--- src/rtl/pfd_pkg.sv ---
// Package pfd_pkg
// Purpose : shared state encoding for the phase-frequency detector.
// Assumes : nothing; pure type definitions.
package pfd_pkg;

    // Detector condition derived from the two internal flags
    typedef enum logic [1:0] {
        PFD_IDLE = 2'b00,
        PFD_UP   = 2'b01,
        PFD_DOWN = 2'b10,
        PFD_BOTH = 2'b11
    } pfd_cond_e;

    // Map the flag pair onto the condition encoding
    function automatic pfd_cond_e pfd_cond(input logic up, input logic dn);
        return pfd_cond_e'({dn, up});
    endfunction

endpackage

--- src/rtl/pfd_edge_sync.sv ---
// Module pfd_edge_sync
// Purpose : brings one asynchronous input into the clk domain through a
//           flop chain and flags its rising edges as one-cycle strobes.
// Assumes : input high and low phases each last at least one clk period;
//           STAGES >= 2.
module pfd_edge_sync #(
    parameter int STAGES = 2
) (
    input  logic clk,
    input  logic rst_n,
    input  logic async_in,
    output logic rise_o
);

    logic [STAGES-1:0] chain_q;
    logic              last_q;

    // Synchroniser chain: stage 0 samples the raw input
    generate
        for (genvar g = 0; g < STAGES; g++) begin : g_stage
            if (g == 0) begin : g_first
                always_ff @(posedge clk) begin
                    if (!rst_n) chain_q[0] <= 1'b0;
                    else        chain_q[0] <= async_in;
                end
            end else begin : g_next
                always_ff @(posedge clk) begin
                    if (!rst_n) chain_q[g] <= 1'b0;
                    else        chain_q[g] <= chain_q[g-1];
                end
            end
        end
    endgenerate

    // History flop for edge detection
    always_ff @(posedge clk) begin
        if (!rst_n) last_q <= 1'b0;
        else        last_q <= chain_q[STAGES-1];
    end

    // Rising edge strobe
    assign rise_o = chain_q[STAGES-1] & ~last_q;

    // a detected rising edge is never two cycles long
    a_r6_single_strobe: assert property (@(posedge clk) disable iff (!rst_n)
        rise_o |=> !rise_o);

endmodule

--- src/rtl/pfd_flags.sv ---
// Module pfd_flags
// Purpose : holds the up/down flags, and times the coincident window in
//           which both flags are raised.
// Assumes : strobes are one cycle wide; MIN_PW >= 1.
module pfd_flags #(
    parameter int MIN_PW = 2
) (
    input  logic clk,
    input  logic rst_n,
    input  logic set_up,
    input  logic set_dn,
    output logic up_o,
    output logic dn_o
);

    localparam int CW = (MIN_PW < 2) ? 1 : $clog2(MIN_PW);

    logic          up_q, dn_q;
    logic [CW-1:0] cnt_q;
    logic          both, done;

    assign both = up_q & dn_q;
    assign done = both && (cnt_q == CW'(MIN_PW - 1));

    // Flag registers: a new edge sets its flag, end of window clears both
    always_ff @(posedge clk) begin
        if (!rst_n) begin
            up_q <= 1'b0;
            dn_q <= 1'b0;
        end else begin
            up_q <= (up_q & ~done) | set_up;
            dn_q <= (dn_q & ~done) | set_dn;
        end
    end

    // Window counter: runs only while both flags are raised
    always_ff @(posedge clk) begin
        if (!rst_n)              cnt_q <= '0;
        else if (both && !done)  cnt_q <= cnt_q + 1'b1;
        else                     cnt_q <= '0;
    end

    assign up_o = up_q;
    assign dn_o = dn_q;

    // a reference edge always raises up
    a_r2_up_set: assert property (@(posedge clk) disable iff (!rst_n)
        set_up |=> up_q);
    // an oscillator edge always raises down
    a_r3_dn_set: assert property (@(posedge clk) disable iff (!rst_n)
        set_dn |=> dn_q);
    // the coincident window never reaches MIN_PW counts
    a_r4_window_bound: assert property (@(posedge clk) disable iff (!rst_n)
        both |-> (int'(cnt_q) < MIN_PW));
    // the last cycle of the window releases both flags
    a_r4_window_release: assert property (@(posedge clk) disable iff (!rst_n)
        (both && int'(cnt_q) == MIN_PW - 1 && !set_up && !set_dn) |=> (!up_q && !dn_q));
    // reset clears both flags
    a_r1_reset_clear: assert property (@(posedge clk)
        !rst_n |=> (!up_q && !dn_q));

endmodule

--- src/rtl/pfd_drive.sv ---
// Module pfd_drive
// Purpose : turns the flag pair into the tristate error signal, the
//           active-low rails and the lock output.
// Assumes : flags come straight from registers (glitch-free outputs).
module pfd_drive
    import pfd_pkg::*;
(
    input  logic up_i,
    input  logic dn_i,
    output logic err_oe,
    output logic err_lvl,
    output logic rail_ref_n,
    output logic rail_vco_n,
    output logic lock_o
);

    pfd_cond_e cond;

    // Decode the condition into all outputs
    always_comb begin
        cond       = pfd_cond(up_i, dn_i);
        err_oe     = 1'b0;
        err_lvl    = 1'b0;
        rail_ref_n = 1'b1;
        rail_vco_n = 1'b1;
        lock_o     = 1'b1;
        unique case (cond)
            PFD_UP: begin
                err_oe     = 1'b1;
                err_lvl    = 1'b1;
                rail_ref_n = 1'b0;
                lock_o     = 1'b0;
            end
            PFD_DOWN: begin
                err_oe     = 1'b1;
                rail_vco_n = 1'b0;
                lock_o     = 1'b0;
            end
            PFD_BOTH: begin
                rail_ref_n = 1'b0;
                rail_vco_n = 1'b0;
            end
            default: ;
        endcase
    end

endmodule

--- src/rtl/pfd_lock_top.sv ---
// Module pfd_lock_top
// Purpose : phase-frequency detector with tristate and dual-rail error
//           outputs and a lock indication.
// Assumes : ref_in and vco_in are slower than clk/2 with both phases wider
//           than one clk period; reset is synchronous, active low.
module pfd_lock_top #(
    parameter int SYNC_STAGES = 2,
    parameter int MIN_PW      = 2
) (
    input  logic clk,
    input  logic rst_n,
    input  logic ref_in,
    input  logic vco_in,
    output logic err_oe,
    output logic err_lvl,
    output logic rail_ref_n,
    output logic rail_vco_n,
    output logic lock_o
);

    logic ref_rise, vco_rise;
    logic up, dn;

    pfd_edge_sync #(.STAGES(SYNC_STAGES)) u_ref_sync (
        .clk(clk), .rst_n(rst_n), .async_in(ref_in), .rise_o(ref_rise)
    );

    pfd_edge_sync #(.STAGES(SYNC_STAGES)) u_vco_sync (
        .clk(clk), .rst_n(rst_n), .async_in(vco_in), .rise_o(vco_rise)
    );

    pfd_flags #(.MIN_PW(MIN_PW)) u_flags (
        .clk(clk), .rst_n(rst_n),
        .set_up(ref_rise), .set_dn(vco_rise),
        .up_o(up), .dn_o(dn)
    );

    pfd_drive u_drive (
        .up_i(up), .dn_i(dn),
        .err_oe(err_oe), .err_lvl(err_lvl),
        .rail_ref_n(rail_ref_n), .rail_vco_n(rail_vco_n),
        .lock_o(lock_o)
    );

    // a driven error output always coincides with exactly one rail low and lock low
    a_r9_single_rail: assert property (@(posedge clk) disable iff (!rst_n)
        err_oe |-> (rail_ref_n != rail_vco_n) && !lock_o);

endmodule

--- config.mk ---
export PLATFORM = sky130hd
export DESIGN_NAME = pfd_lock_top
export DESIGN_NICKNAME = d
export VERILOG_FILES = /design/src/rtl/pfd_pkg.sv /design/src/rtl/pfd_edge_sync.sv /design/src/rtl/pfd_flags.sv /design/src/rtl/pfd_drive.sv /design/src/rtl/pfd_lock_top.sv
export SDC_FILE = /design/constraint.sdc
export NUM_CORES = 1
export LEC_CHECK = 0
export BUFFER_PORTS_ARGS = -buffer_cell sky130_fd_sc_hd__buf_2
export CORE_AREA = 2 2 39 41
export DETAILED_ROUTE_END_ITERATION = 12
export DIE_AREA = 0 0 41 43
export GPL_TIMING_DRIVEN = 0
export PLACE_DENSITY = 0.54
export SETUP_SLACK_MARGIN = 0.05
export SLEW_MARGIN = 20
export SYNTH_ARGS = -nofsm -noshare
export SYNTH_HDL_FRONTEND = slang
export SYNTH_HIERARCHICAL = 1
export SYNTH_SLANG_ARGS = --single-unit
--- constraint.sdc ---
create_clock -name clk -period 1.8 [get_ports clk]
set_input_delay 0 -clock clk [delete_from_list [all_inputs] [get_ports clk]]
set_output_delay 0 -clock clk [all_outputs]
set_load 0.02 [all_outputs]
Yosys cells after proc, flatten, opt, wreduce, memory -nomap -nowiden
Cells that the tools add are included.
- add/subtract/negate cells: 1
- reductions and logical operators: 7
- bitwise logic cells: 10
- muxes and demuxes: 5
- equal/unequal tests: 3
- operator list (operator ; number):
    OR reduction 2 bit ; 3
    bitwise AND 1 bit ; 5
    two-way mux 1 bit ; 5
    equality test 2 bit (second input constant) ; 2
    NOT 1 bit ; 3
    equality test 2 x 1 -> 1 bit (second input constant) ; 1
    logical AND 1 bit ; 2
    bitwise OR 1 bit ; 2
    AND reduction 2 bit ; 1
    adder 1 bit (second input constant) ; 1
    zero test 1 bit ; 1
- output and inout bits: 5
- register bits: 9
- word-level logic and storage cells: 35
- input bits: 4

Longest topological paths before layout
Gate-level depths: netlist (run 1).
- depth after elaboration: 5
- mapped depth: 3
- gate-level depth less buffers: 3

Modules after synthesis
Netlist (run 1), hierarchy kept.
- modules (own cells, without submodules) (module ; area each (sq um) ; seq. area each (sq um) ; times used ; cells each):
    pfd_edge_sync ; 92.6 ; 60.1 ; 2 ; 7
    pfd_flags ; 100.1 ; 60.1 ; 1 ; 10
    pfd_drive ; 68.8 ; 0.0 ; 1 ; 9

Least setup slack after synthesis (run 1)
Ideal clock, no wire load.
- kind: register to output
- from: register u_flags.up_q (netlist: u_flags/up_o)
- to: output err_oe
- data required time: 1.800 ns
- data arrival time: 1.014 ns
- cell stages (with the launch flop): 4
- path buffers: 0
- path slack: 0.786 ns
- cell sequence: dfxtp_1 inv_1 ha_1 inv_1
- cells in the longest elaborated chain, start to end: 3
- elaborated cells on any way between the ends: 4
- those cells by class: eq/ne: 2; mux: 1; reduce/logical: 1
- ends and longest elaborated chain (what ; RTL line ; source):
    start: declaration ; pfd_flags.sv:18 ; logic up_q, dn_q;
    start signal: assignment ; pfd_flags.sv:31 ; up_q <= (up_q & ~done) | set_up;
    equality test 2 x 1 -> 1 bit or equality test 2 bit (tied branches) ; pfd_drive.sv:27 ; unique case (cond)
    OR reduction 2 bit (no source line) (*) ; n/a ;
    two-way mux 1 bit (*) ; pfd_drive.sv:27 ;
    end: declaration ; pfd_lock_top.sv:14 ; output logic err_oe,
Mark *: on every way between the ends. The rest lies on a longest branch, timed or not.

Worst setup path after layout (run 1)
Same ends and word-level chain as after synthesis.

==> results of run 1 <==
[metrics by stage]
stage	cell area, µm²	total power [mW]	util	setup WS [ns]
finish	460.4	0.4062	0.3327	0.5369
global route	460.4	0.4376	0.3327	0.4141
CTS	460.4	0.4171	0.3327	0.5067
detailed placement	414.1	0.2586	0.2993	0.7938
global placement	414.1	0.2573	0.2993	0.8078
floorplan	354.1	0.2443	-	0.7859
[layout make-up]
cell class	count	area [µm²]
inverters	5	18.77
fillers	141	923.4
clock buffers	4	26.28
repair buffers	10	60.06
well taps	16	20.02
flip-flops and latches	9	180.2
multi-input cells	19	155.1
[logic make-up (layout without fill, tap and decap cells)]
logic type      count (synthesis)  in the layout
buf+inv                         5             19
compound gates                  4              4
simple gates                   11             11
flops                           9              9
fa+ha+maj                       4              4
[synthesized netlist by cell type (all sizes together)]
cell,number,area share
nor2,2,0.021
and4b,1,0.028
o21ai,2,0.028
inv,5,0.053
dfxtp,9,0.51
and2,6,0.11
nor2b,2,0.078
ha,4,0.14
a31oi,2,0.035
[worst register-to-register path, delay by kind of cell (launching register included)]
kind | cells | cell delay (ns)
compound gates | 2 | 0.23
flops | 1 | 0.44
[per-layer routing]
metal  up-vias  routed length, µm  track usage
met5         -                  0            0
met1       114                230      0.06818
met3         0                 33      0.03141
met4         0                  0      0.08000
li1        130                  -            -
met2         9                230      0.09688
[path summary, 6_finish.rpt]
path | from | end | cells past startpoint
min | rst_n | u_vco_sync/chain_q[0] | 2
min reg2reg | u_ref_sync/chain_q[0] | u_ref_sync/chain_q[1] | 1
max | u_flags/up_o | err_oe | 4
max reg2reg | u_flags/up_o | u_flags/up_o | 2
[state kept, by name (all words and copies together), names as in the netlist]
register and flops:
u_vco_sync/chain_q 2, u_flags/up_o 1, u_flags/dn_o 1, u_vco_sync/last_q 1, u_ref_sync/last_q 1, u_flags/cnt_q 1
u_ref_sync/chain_q 2
[report_power, final]
part	internal, mW	switching, mW	total (mW)	leakage [nW]
Combinational	0.0204	0.0232	0.0436	0.124
Sequential	0.207	0.00608	0.213	0.0738
Clock	0.0850	0.0644	0.149	0.0150
Total	0.313	0.0936	0.406	0.213
==> impl_metrics.toml, run 1 <==
[timing]
finalHoldViolCount = 0
rsz0062_at_grt = "no"
worst_pin_slew_ns = 0.2301
fin_crit_ns = 1.263
period_share = 0.7017
final_max_slew_viol_count = 0
fin_skew_ns = 0.001047
fmax_mhz = 791.7
setup_violations = 0
slew-limit-headroom = 0.8464
hold_ws_ns = 0.05900
tns_ns = 0

[floorplan]
io_pins = 9
coreArea_um2 = 1384
initial_utilization = 0.2559
num_rows = 14
die_h_um = 43
die_w_um = 41
die_area_um2 = 1763

[logic_synthesis]
synth-seq-cells = 9
synth_cells = 33
ys_seq_area_frac = 0.5088
synth-xor-area-share = 0
synth_top_family_by_area = "simple AND/OR/NAND/NOR gates"
synth.area.mux_share = 0
syn_avg_cell_area_um2 = 10.73
synthesis.nets = 41
syn-cell-area_um2 = 354.1
synthSimpleGateAreaFrac = 0.2332
synth-adder-area-share = 0.1413
synth_compound_area_frac = 0.06360
yosysWarnings = 6
yosysUniqueCellTypes = 9

[power]
power_density_nw_per_um2 = 882.2
vdd_drop_max_uv = 345.8
p_leak_nw = 0.2128

[drt]
ant_nets = 0
route.detailed.drc = 0
drt_iter0_drc = 2
num_vias = 253
wl_per_cell_um = 7.841
via_per_inst = 4.016
drt_pass1_iterations = 3
finalWirelength_um = 494

[finish]
drive_above_1_share = 0.2766
fin_nets = 56
synthToLayoutAreaGrowth_pct = 30.04
final_cells = 63
layout_commonest_cell = "dfxtp_1"
layout_common_cells = "9 x dfxtp_1, 8 x buf_2, 6 x and2_1"
diodes = 0

[setup_path]
cp-start-kind = "register"
crit_path_end_kind = "primary output"
slowest_stage = "dfxtp_1"
crit_required_ns = 1.80
crit_family = "flip-flops"
crit_fanout = 7
path_cells = "inv_1 > ha_1 > inv_1 > buf_2"
reg2reg_slack_ns = 1.06
path_buf_inv = 3
crit_top_cell = "inv_1"
path_class = "register to primary output"
crit_arrival_ns = 1.26
cpPeakStageDelay_ns = 0.44

[clock_tree]
cts_tree = "yes"
numCtsBuffers = 3
cts_hold_buffers = 2
cts.sinks = 9
post_cts_resized = 0
ctsRootBufferMaster = "clkbuf_4"
clkTransAtPathRegs_ns = 0.06
post_cts_buffers = 0
cts_buffer_depth = 2
h-tree-depth = 1
clock_latency_ns = 0.25

[global_routing]
antenna_found_initial = 0
grt_start_max_net_pins = 10
grt_pass1_vias = 217
grt_pass1_wl_um = 765
grt_overflow = 0
grtUsageTotal = 0.07049

[worst_hold_path]
min_path_type = "input port to register"

[placed_design]
dp.cells = 57
io_buffers = 8
gp_congestion = 0.6378
dp_hpwl_um = 334.2

[run]
drv_cap = 0

[run_status]
status = "finished, final reports clean"
Note: power is estimated with default switching activity, not from simulation.
==> run 2: changes to the inputs <==
Clock period 1.8 ns to 1.28 ns, I/O delays scaled along.
==> run 2 against run 1 <==
Effect of this change:
- hold slack lost 0.0064 ns
- critical path type unchanged
- via count up 0.79%
- critical endpoint unchanged
- utilization increased by 1.5 points
- sequential power up 40%
- critical path depth unchanged
- die area stayed put
- sequential share of layout area fell by 0.69 points
- non-clock buffer count grew 1
- clock power increased by 41%
==> impl_metrics.toml, run 2 (synthesis gave the netlist of run 1 again) <==
[setup_path]
crit_required_ns = 1.28
crit_path_end_kind = "primary output"
cp-start-kind = "register"
crit_arrival_ns = 1.14
crit_fanout = 6
path_class = "register to primary output"

[timing]
slew-limit-headroom = 0.9149
tns_ns = 0
fmax_mhz = 881.0
setup_violations = 0
period_share = 0.8867
worst_pin_slew_ns = 0.1271
finalHoldViolCount = 0
hold_ws_ns = 0.05263
setup_ws_ns = 0.1450
fin_skew_ns = 0.001447
fin_crit_ns = 1.135
rsz0062_at_grt = "no"
final_max_slew_viol_count = 0

[global_routing]
grtUsageTotal = 0.07049
antenna_found_initial = 0
grt_pass1_wl_um = 765
grt_overflow = 0
grt_pass1_vias = 217
grt_start_max_net_pins = 10

[finish]
layout_common_cells = "7 x dfxtp_1, 6 x buf_2, 6 x and2_1"
drive_above_1_share = 0.3333
synthToLayoutAreaGrowth_pct = 36.04
diodes = 0
layout_commonest_cell = "dfxtp_1"
nFillCells = 140
reg_top3 = "u_ref_sync/chain_q x2, u_vco_sync/chain_q x2"
final-seq-area_um2 = 185.2
multi_input_area_um2 = 155.1
final_area_um2 = 481.7
fin_nets = 57
final_util = 0.3481
final_cells = 64

[run_status]
status = "finished, final reports clean"

[clock_tree]
clock_latency_ns = 0.25
h-tree-depth = 1
cts.sinks = 9
cts_buffer_depth = 2
ctsRootBufferMaster = "clkbuf_4"
clkTransAtPathRegs_ns = 0.06
numCtsBuffers = 3
cts_tree = "yes"

[drt]
drt_iter0_drc = 2
ant_nets = 0
drt_pass1_iterations = 3
via_per_inst = 3.984
num_vias = 255
finalWirelength_um = 501
wl_per_cell_um = 7.828
route.detailed.drc = 0

[floorplan]
io_pins = 9
num_rows = 14
initial_utilization = 0.2559
die_area_um2 = 1763
coreArea_um2 = 1384
die_w_um = 41
die_h_um = 43

[power]
total_power_mw = 0.5780
vdd_drop_max_uv = 457.2
power_density_nw_per_um2 = 1200
p_leak_nw = 0.2221

[placed_design]
dp.cells = 57
placed_area_um2 = 414.1
dp_hpwl_um = 334.2
gp_congestion = 0.6378
pre_cts_slack_ns = 0.2738
io_buffers = 8

[run]
drv_cap = 0

[worst_hold_path]
min_path_type = "input port to register"
-- run 2: cell types whose count changed in the layout (fill, tap and decap cells not counted), sizes merged --
cell  change
buf       +1
-- run 2: final cells by class --
| cell class | count | area share |
|---|---|---|
| multi-input cells | 19 | 0.3221 |
| well taps | 16 | 0.04156 |
| flip-flops and latches | 9 | 0.3844 |
| inverters | 5 | 0.03896 |
| clock buffers | 4 | 0.05455 |
| repair buffers | 11 | 0.1584 |
-- run 2: critical path, stage by stage, from the launching register on --
cell and delay (ns):
dfxtp_4 0.37, inv_1 0.05, ha_1 0.29, inv_1 0.07
buf_6 0.11
-- run 2: timing repair --
item,4_1_cts,5_1_grt
cloned,0,0
hold buffers,2,0
gates resized for setup,1,5
pin swaps,0,0
hold endpoints to repair,2,0
setup buffers,0,1
endpoints found under the setup margin,3,4
-- run 2: where the power goes --
group          internal, mW  switching, mW
Sequential            0.291        0.00798
Combinational        0.0353         0.0341
Clock                 0.120         0.0902
Total                 0.446          0.132
-- run 2: path summary, 6_finish.rpt --
path / slack [ns] / from / endpoint / cells past startpoint
worst min-delay path: 0.05 / rst_n / u_flags/up_o / 3
worst max-delay path: 0.14 / u_flags/up_o / err_oe / 4
worst max register to register: 0.50 / u_flags/up_o / u_flags/cnt_q / 2
worst min register to register: 0.43 / u_vco_sync/chain_q[0] / u_vco_sync/chain_q[1] / 1
-- run 2: layer usage --
layer / vias up / global-route usage / share of wire
li1: 132 / - / -
met5: - / 0 / 0
met1: 114 / 0.06818 / 0.47
met3: 0 / 0.03141 / 0.064
met2: 9 / 0.09688 / 0.47
met4: 0 / 0.08000 / 0
==> run 3: changes to the inputs <==
Settings changed: GPL_TIMING_DRIVEN 0 to not set.
==> run 3 against run 2 <==
Effect of this change:
- non-clock buffer count is the same
- critical path depth is the same
- global-route usage fell by 0.39 points
- critical path type unchanged
- critical endpoint unchanged
==> impl_metrics.toml, run 3 (synthesis gave the netlist of run 1 again) <==
[global_routing]
antenna_found_initial = 0
grt_overflow = 0
grtUsageTotal = 0.06660
grt_start_max_net_pins = 10
grt_pass1_vias = 193
grt_pass1_wl_um = 752

[finish]
drive_above_1_share = 0.3542
nFillCells = 145
synthToLayoutAreaGrowth_pct = 35.69
layout_common_cells = "7 x buf_2, 7 x dfxtp_1, 6 x and2_1"
fin_nets = 57
diodes = 0
reg_top3 = "u_ref_sync/chain_q x2, u_vco_sync/chain_q x2"

[clock_tree]
cts_buffer_depth = 2
ctsRootBufferMaster = "clkbuf_4"
cts_tree = "yes"
clock_latency_ns = 0.26
h-tree-depth = 1
numCtsBuffers = 3
clkTransAtPathRegs_ns = 0.06
cts.sinks = 9

[power]
p_int_mw = 0.4400
p_clk_frac = 0.368
p_sw_frac = 0.2420
p_leak_nw = 0.2231
combPwrFrac = 0.117
vdd_drop_max_uv = 487.4
power.switching_mw = 0.1405
power_density_nw_per_um2 = 1208
seqPwrFrac = 0.515

[setup_path]
crit_path_end_kind = "primary output"
crit_fanout = 6
crit_required_ns = 1.28
reg2reg_depth = 2
cp-start-kind = "register"
reg2reg_slack_ns = 0.49
crit_arrival_ns = 1.15
path_class = "register to primary output"
r2r_start = "u_flags/up_o"
reg2reg_to = "u_flags/cnt_q"

[worst_hold_path]
min_path_type = "input port to register"
hold_path_end = "u_flags/up_o"
hold_depth = 3
min_from = "rst_n"

[timing]
fin_skew_ns = 0.006159
final_max_slew_viol_count = 0
setup_violations = 0
slew-limit-headroom = 0.9102
tns_ns = 0
fin_crit_ns = 1.147
setup_ws_ns = 0.1327
worst_pin_slew_ns = 0.1340
rsz0062_at_grt = "no"
fmax_mhz = 871.6
finalHoldViolCount = 0
period_share = 0.8963

[drt]
wl_per_cell_um = 7.813
ant_nets = 0
route.detailed.drc = 0
num_vias = 250
finalWirelength_um = 500
via_per_inst = 3.906
drt_iter0_drc = 0
drt_pass1_iterations = 1

[floorplan]
die_w_um = 41
coreArea_um2 = 1384
die_area_um2 = 1763
num_rows = 14
die_h_um = 43
initial_utilization = 0.2559
io_pins = 9

[run]
drv_cap = 0

[placed_design]
gp_congestion = 0.5760
io_buffers = 8
pre_cts_slack_ns = 0.2881
dp_hpwl_um = 324.2

[run_status]
status = "finished, final reports clean"
-- run 3: per-stage QoR --
step / power [mW] / std cells / area [µm²] / utilization / hold slack [ns]
finish: 0.5805 / 64 / 480.5 / 0.3472 / 0.04684
global route: 0.6168 / 64 / 480.5 / 0.3472 / 0.03778
CTS: 0.5891 / 63 / 462.9 / 0.3345 / 0.03639
detailed placement: 0.3628 / 57 / 414.1 / 0.2993 / 0.2100
global placement: 0.3617 / 57 / 414.1 / 0.2993 / 0.2082
floorplan: 0.3436 / 33 / 354.1 / - / 0.1217
-- run 3: how the worst max path moves through the flow --
stage | start | end | slack (ns) | cells after the start
after floorplan | u_flags/up_o | err_oe | 0.27 | 3
after global placement | u_flags/up_o | err_oe | 0.29 | 4
final | u_flags/up_o | err_oe | 0.13 | 4
after detailed placement | u_flags/up_o | err_oe | 0.29 | 4
after CTS | u_flags/up_o | err_oe | 0.06 | 4
after global routing | u_flags/dn_o | rail_ref_n | 0.05 | 4
-- run 3: layout make-up --
type	count	area, µm²	area share
Clock buffer	3	22.52	0.04687
Clock inverter	1	5.005	0.01042
Inverter	5	18.77	0.03906
Multi-Input combinational cell	19	155.1	0.3229
Sequential cell	9	185.2	0.3854
Tap cell	16	20.02	0.04167
Timing Repair Buffer	11	73.82	0.1536
-- run 3: power groups by stage --
stage | combinational [mW] | sequential, mW | clock [mW]
global route | 0.0775 | 0.300 | 0.239
finish | 0.0682 | 0.299 | 0.214
global placement | 0.0560 | 0.306 | 0
CTS | 0.0618 | 0.300 | 0.227
floorplan | 0.0397 | 0.304 | 0
detailed placement | 0.0569 | 0.306 | 0
-- run 3: worst max-delay path, stage by stage (launching register included) --
cell     delay (ns)
dfxtp_4        0.37
inv_1          0.05
ha_1           0.29
inv_1          0.07
buf_6          0.11
-- run 3: repair_timing --
| action | CTS | global route |
|---|---|---|
| setup buffers | 0 | 1 |
| hold buffers | 2 | 0 |
| hold endpoints to repair | 2 | 0 |
| setup endpoints to repair | 3 | 4 |
| resized for setup | 1 | 4 |
| pin swaps | 0 | 0 |
-- run 3: metal layers --
| metal | up-vias | GRT usage | wire length (µm) |
|---|---|---|---|
| met4 | 0 | 0.06000 | 0 |
| met2 | 9 | 0.08750 | 220 |
| met1 | 107 | 0.07516 | 246 |
| met3 | 0 | 0.03141 | 33 |
| met5 | - | 0 | 0 |
| li1 | 134 | - | - |
